## config.mk

```make
export PLATFORM = sky130hd
export DESIGN_NAME = legacy_mem_router
export DESIGN_NICKNAME = d
export VERILOG_FILES = /design/src/rtl/lmr_pkg.sv /design/src/rtl/lmr_control.sv /design/src/rtl/lmr_datapath.sv /design/src/rtl/legacy_mem_router.sv
export SDC_FILE = /design/constraint.sdc
export NUM_CORES = 1
export LEC_CHECK = 0
export BUFFER_PORTS_ARGS = -buffer_cell sky130_fd_sc_hd__buf_2
export CAP_MARGIN = 20
export CORE_ASPECT_RATIO = 1.75
export CORE_MARGIN = 4
export CORE_UTILIZATION = 41
export CTS_CLUSTER_SIZE = 28
export DETAILED_ROUTE_END_ITERATION = 10
export GPL_TIMING_DRIVEN = 0
export PLACE_DENSITY = 0.86
export SLEW_MARGIN = 30
export SYNTH_ARGS = -nofsm -noshare
export SYNTH_HDL_FRONTEND = slang
export SYNTH_SLANG_ARGS = --single-unit
```

## constraint.sdc

```tcl
create_clock -name clk -period 3 [get_ports clk]
set_clock_uncertainty 0.2 [all_clocks]
set_input_delay 0.15 -clock clk [delete_from_list [all_inputs] [get_ports clk]]
set_output_delay 0.15 -clock clk [all_outputs]
set_load 0.05 [all_outputs]
```

## src/rtl/lmr_pkg.sv

```systemverilog
package lmr_pkg;
  // Strobes handed from the control decode to the registered datapath.
  typedef struct packed {
    logic capture;     // accept the present request
    logic legacyHit;   // address lies in an attribute-controlled segment
    logic legacyAllow; // that segment's attribute grants DRAM for this direction
    logic holeHit;     // address lies in the enabled fixed hole
  } lmr_strobe_t;
endpackage

```

## src/rtl/lmr_control.sv

```systemverilog
module lmr_control
  import lmr_pkg::*;
#(
  parameter int ADDR_W = 32,
  parameter int ATTR_N = 7
) (
  input  logic                reqValid,
  input  logic [ADDR_W-1:0]   reqAddr,
  input  logic                reqWrite,
  input  logic [ATTR_N*8-1:0] attrBytes,
  input  logic [1:0]          holeSel,
  output lmr_strobe_t         strobe
);
  localparam int SEG_N     = 2 * (ATTR_N - 1);
  localparam int SEG_IDX_W = $clog2(SEG_N);

  logic [1:0] segAttr [SEG_N];

  // each byte after the first serves two 16 KB segments
  for (genvar s = 0; s < SEG_N; s++) begin : g_seg
    localparam int LSB = 8 * (1 + s / 2) + ((s % 2) != 0 ? 4 : 0);
    assign segAttr[s] = attrBytes[LSB +: 2];
  end

  logic                 below1M, topSeg, midSeg;
  logic [SEG_IDX_W-1:0] segIdx;
  logic [1:0]           midAttr, attrSel;
  logic                 holeLow, holeHigh;

  assign below1M = (reqAddr >> 20) == '0;
  assign topSeg  = below1M && (reqAddr[19:16] == 4'hF);
  assign midSeg  = below1M && (reqAddr[19:18] == 2'b11) && !topSeg;
  assign segIdx  = reqAddr[14 +: SEG_IDX_W];

  always_comb begin
    midAttr = 2'b00;
    for (int s = 0; s < SEG_N; s++) begin
      if (segIdx == SEG_IDX_W'(s)) midAttr = segAttr[s];
    end
  end

  assign attrSel  = topSeg ? attrBytes[5:4] : midAttr;
  assign holeLow  = (holeSel == 2'b01) && ((reqAddr >> 17) == ADDR_W'(4));
  assign holeHigh = (holeSel == 2'b10) && ((reqAddr >> 20) == ADDR_W'(15));

  assign strobe.capture     = reqValid;
  assign strobe.legacyHit   = topSeg || midSeg;
  assign strobe.legacyAllow = reqWrite ? attrSel[1] : attrSel[0];
  assign strobe.holeHit     = holeLow || holeHigh;

  logic unusedCtl;
  assign unusedCtl = ^{reqAddr[13:0], attrBytes[3:0], attrBytes[7:6]};
endmodule

```

## src/rtl/lmr_datapath.sv

```systemverilog
module lmr_datapath
  import lmr_pkg::*;
#(
  parameter int ADDR_W     = 32,
  parameter int ROWS       = 8,
  parameter int BOUND_W    = 8,
  parameter int GRAN_SHIFT = 23
) (
  input  logic                       clk,
  input  logic                       rstN,
  input  lmr_strobe_t                strobe,
  input  logic [ADDR_W-GRAN_SHIFT-1:0] addrHi,
  input  logic [ROWS*BOUND_W-1:0]    rowTop,
  output logic                       rspValid,
  output logic                       toDram,
  output logic                       toMmio,
  output logic [$clog2(ROWS)-1:0]    rowIdx,
  output logic                       outOfRange
);
  localparam int SLICE_W = ADDR_W - GRAN_SHIFT;
  localparam int ROW_W   = $clog2(ROWS);

  logic [ROWS-1:0] above;
  for (genvar i = 0; i < ROWS; i++) begin : g_cmp
    assign above[i] = SLICE_W'(rowTop[i*BOUND_W +: BOUND_W]) > addrHi;
  end

  logic [ROW_W-1:0] rowNext;
  logic             oorNext, dramNext;

  always_comb begin
    rowNext = '0;
    for (int i = ROWS - 1; i >= 0; i--) begin
      if (above[i]) rowNext = ROW_W'(i);
    end
  end

  assign oorNext  = ~|above;
  assign dramNext = !oorNext && !strobe.holeHit &&
                    (!strobe.legacyHit || strobe.legacyAllow);

  always_ff @(posedge clk) begin
    if (!rstN) begin
      rspValid   <= 1'b0;
      toDram     <= 1'b0;
      toMmio     <= 1'b0;
      rowIdx     <= '0;
      outOfRange <= 1'b0;
    end else begin
      rspValid <= strobe.capture;
      if (strobe.capture) begin
        toDram     <= dramNext;
        toMmio     <= !dramNext;
        rowIdx     <= rowNext;
        outOfRange <= oorNext;
      end
    end
  end

  function automatic logic [SLICE_W-1:0] boundAt(input logic [ROWS*BOUND_W-1:0] v,
                                                 input logic [ROW_W-1:0] idx);
    return SLICE_W'(v[idx*BOUND_W +: BOUND_W]);
  endfunction

  a_r2_valid_follows: assert property (@(posedge clk) disable iff (!rstN)
    strobe.capture |=> rspValid);
  a_r2_hold_idle: assert property (@(posedge clk) disable iff (!rstN)
    !strobe.capture |=> !rspValid && $stable(toDram) && $stable(toMmio)
                        && $stable(rowIdx) && $stable(outOfRange));
  a_r3_one_route: assert property (@(posedge clk) disable iff (!rstN)
    rspValid |-> (toDram ^ toMmio));
  a_r6_oor_to_mmio: assert property (@(posedge clk) disable iff (!rstN)
    outOfRange |-> toMmio && rowIdx == '0);
  a_r4_row_above: assert property (@(posedge clk) disable iff (!rstN)
    rspValid && !outOfRange |-> boundAt($past(rowTop), rowIdx) > $past(addrHi));
  a_r5_lower_not_above: assert property (@(posedge clk) disable iff (!rstN)
    rspValid && !outOfRange && rowIdx != '0 |->
      boundAt($past(rowTop), rowIdx - 1'b1) <= $past(addrHi));
endmodule

```

## src/rtl/legacy_mem_router.sv

```systemverilog
module legacy_mem_router
  import lmr_pkg::*;
#(
  parameter int ADDR_W     = 32,
  parameter int ATTR_N     = 7,
  parameter int ROWS       = 8,
  parameter int BOUND_W    = 8,
  parameter int GRAN_SHIFT = 23
) (
  input  logic                    clk,
  input  logic                    rstN,
  input  logic                    reqValid,
  input  logic [ADDR_W-1:0]       reqAddr,
  input  logic                    reqWrite,
  input  logic [ATTR_N*8-1:0]     attrBytes,
  input  logic [ROWS*BOUND_W-1:0] rowTop,
  input  logic [1:0]              holeSel,
  output logic                    rspValid,
  output logic                    toDram,
  output logic                    toMmio,
  output logic [$clog2(ROWS)-1:0] rowIdx,
  output logic                    outOfRange
);
  lmr_strobe_t strobe;

  lmr_control #(.ADDR_W(ADDR_W), .ATTR_N(ATTR_N)) u_ctl (
    .reqValid(reqValid), .reqAddr(reqAddr), .reqWrite(reqWrite),
    .attrBytes(attrBytes), .holeSel(holeSel), .strobe(strobe)
  );

  lmr_datapath #(.ADDR_W(ADDR_W), .ROWS(ROWS), .BOUND_W(BOUND_W),
                 .GRAN_SHIFT(GRAN_SHIFT)) u_dp (
    .clk(clk), .rstN(rstN), .strobe(strobe),
    .addrHi(reqAddr[ADDR_W-1:GRAN_SHIFT]), .rowTop(rowTop),
    .rspValid(rspValid), .toDram(toDram), .toMmio(toMmio),
    .rowIdx(rowIdx), .outOfRange(outOfRange)
  );

  logic unusedTop;
  assign unusedTop = ^reqAddr[GRAN_SHIFT-1:0];
endmodule

```

==> flow_summary.toml <==
[global_route]
antenna_found_initial = 0
grt_overflow = 0
track_usage_pct = 21.1
grt_max_degree = 11
grt_pass1_vias = 2633
grt_pass1_wl_um = 11400

[setup_path]
cp_cell_sequence = "buf_2 > inv_1 > ha_1 > nor2b_1 > o31ai_1 > a221o_1 > nand2_1 > or4_4 > a32o_1"
cp_num_cells = 9
startpoint_type = "input port"
path_class = "in2reg"
crit_fanout = 8
crit_path_end_kind = "flip-flop"
crit_buf_inv = 2
cp.required_ns = 2.91
critPathTopFamily = "compound AO/OA/AOI/OAI gates"
reg2reg_depth = 2
max_stage_delay_ns = 0.53
worstPathArrival_ns = 2.47
slowest_stage = "or4_4"

[logic_synthesis]
synth_cell_types = 48
synth-edff-count = 0
yosys.area.top_type_share_pct = 37.0
async_reset_ff_share_pct = 0
yosys-top-cells-area = "ha_1, dfxtp_1, mux4_2"
synth-seq-cells = 7
syn_area_um2 = 2170
avgSynthCellArea_um2 = 8.77
syn-instance-count = 247
ys_seq_area_share_pct = 6.47
synth_fp_nets = 469
synth_warnings = 0
yosysTopAreaCell = "ha_1"
yosys_most_used_dff = "dfxtp_1"

[floorplanning]
pin_count = 165
dieArea_um2 = 6550
start_util_pct = 42.8
core_area_um2 = 5060
fp-row-count = 34
fp.dieH_um = 104
die_w_um = 62.9

[power_and_ir_drop]
p_leak_uw = 0.00147
p_per_area_nw_per_um2 = 230
ir_drop_v = 0.000164

[route]
vias = 2491
drt-total-wl_um = 7080
routedWlPerCell_um = 16.7
drt_iter0_drc = 93
drc = 0
vias_per_cell = 5.88
ant_nets = 0
first_pass_iters = 4

[cells_and_area]
nNetsFinal = 593
fillers = 466
layout_commonest_cell = "buf_2"
syn_to_final_growth_pct = 32.9
drive_gt1_share_pct = 37.8
layout_common_cells = "buf_2, ha_1, nand2_1, inv_1, nand4_1"
diodes = 0

[min_path]
min_path_type = "in2reg"
holdPathStages = 2

[clock_tree]
cts_root_buffer = "clkbuf_8"
cts_setup_buffers = 0
clock_latency_ns = 0.22
clock_path_buffers = 2
clk_pin_slew_ns = 0.04
htreeDepth = 1
cts_inserted_buffers = 3
cts_tree = "yes"
clock_sinks = 7

[sta]
setup_viol = 0
maxClockFrequency_mhz = 391
whs_ns = 0.0597
worst_pin_slew_ns = 0.459
final-hold-violation-count = 0
fin_crit_ns = 2.56
rsz0062_at_grt = "no"
drv_slew = 0
setup_tns_ns = 0
maxSlewHeadroom_pct = 69.3
fin_crit_sh_pct = 85.2

[placement]
port_buffers = 118
gp_congestion = 0.848
dp_hpwl_um = 6130

[run]
drv_cap = 0

[outcome]
status = "finished, final reports clean"
-- flip-flops by register name (all words and copies together), names as in the netlist --
register and count:
u_dp.outOfRange 1, u_dp.rowIdx 3, u_dp.rspValid 1, u_dp.toDram 1, u_dp.toMmio 1
-- synth_stat cells, drive strengths merged, types with 2 or more instances --
cell / n
nor2: 7
o31ai: 7
nor4b: 5
nand3b: 3
nand2: 21
o221ai: 3
mux4: 5
a211oi: 2
nand4: 15
o31a: 2
a311oi: 2
a21oi: 10
and2: 2
o211ai: 4
inv: 16
nand4bb: 2
ha: 64
nor3: 3
mux2i: 3
nor2b: 10
nor4: 7
nand3: 2
o211a: 2
o21ai: 13
dfxtp: 7
a221o: 3
nand2b: 3
o21a: 9
-- stage by stage --
stage	power [µW]	utilization, %	std cells	instance area (µm²)	setup slack (ns)
final	662	56.9	424	2880	0.443
after global placement	515	55.8	419	2820	0.269
after global routing	724	56.9	424	2880	0.348
after CTS	663	56.9	424	2880	0.434
after detailed placement	532	55.8	419	2820	0.206
after floorplan	378	-	247	2170	0.723
-- cells by family (layout without fill, tap and decap cells) --
group                      Yosys count  count (layout)  share of synthesized area [%]
AOI/OAI and AO/OA                   66              66                           22.7
and+or+nand+nor                     84              84                           23.8
muxes                                8               8                           6.59
buffers and inverters               18             141                           3.47
DFF                                  7               7                           6.47
adders and majority gates           64              64                           37.0
-- where the power goes --
part           internal [µW]  switching, µW
Clock                   91.7           38.2
Sequential               103           4.11
Combinational            200            225
-- path summary, 6_finish.rpt --
path | from | end | slack (ns)
max reg2reg | u_dp.rowIdx[0] | u_dp.rowIdx[0] | 2.09
max | reqAddr[24] | u_dp.toDram | 0.44
min reg2reg | u_dp.outOfRange | u_dp.outOfRange | 0.26
min | reqValid | u_dp.rspValid | 0.06
-- metal layers --
layer / track usage [%] / vias up / routed length [µm]
met1: 22.5 / 1138 / 2760
met5: 0 / - / 0
met2: 40.4 / 95 / 3720
li1: - / 1239 / -
met3: 3.03 / 19 / 386
met4: 7.58 / 0 / 201
-- layout make-up --
type	count	area [µm²]	area share, %
Tap cell	54	67.6	2.35
Sequential cell	7	140	4.87
Multi-Input combinational cell	222	1950	67.8
Clock buffer	4	45.0	1.56
Inverter	16	60.1	2.09
Timing Repair Buffer	119	601	20.9
Buffer	2	15.0	0.522
-- worst reg2reg max path: stages, from the launching register on --
cell and delay [ns]:
dfxtp_1 0.30, o2bb2a_1 0.22, o21ai_0 0.06
-- timing repair --
action	4_1_cts	5_1_grt
hold endpoints to repair	1	0
hold buffers	1	0
resized for setup	0	0
(Power assumes the default switching activity.)
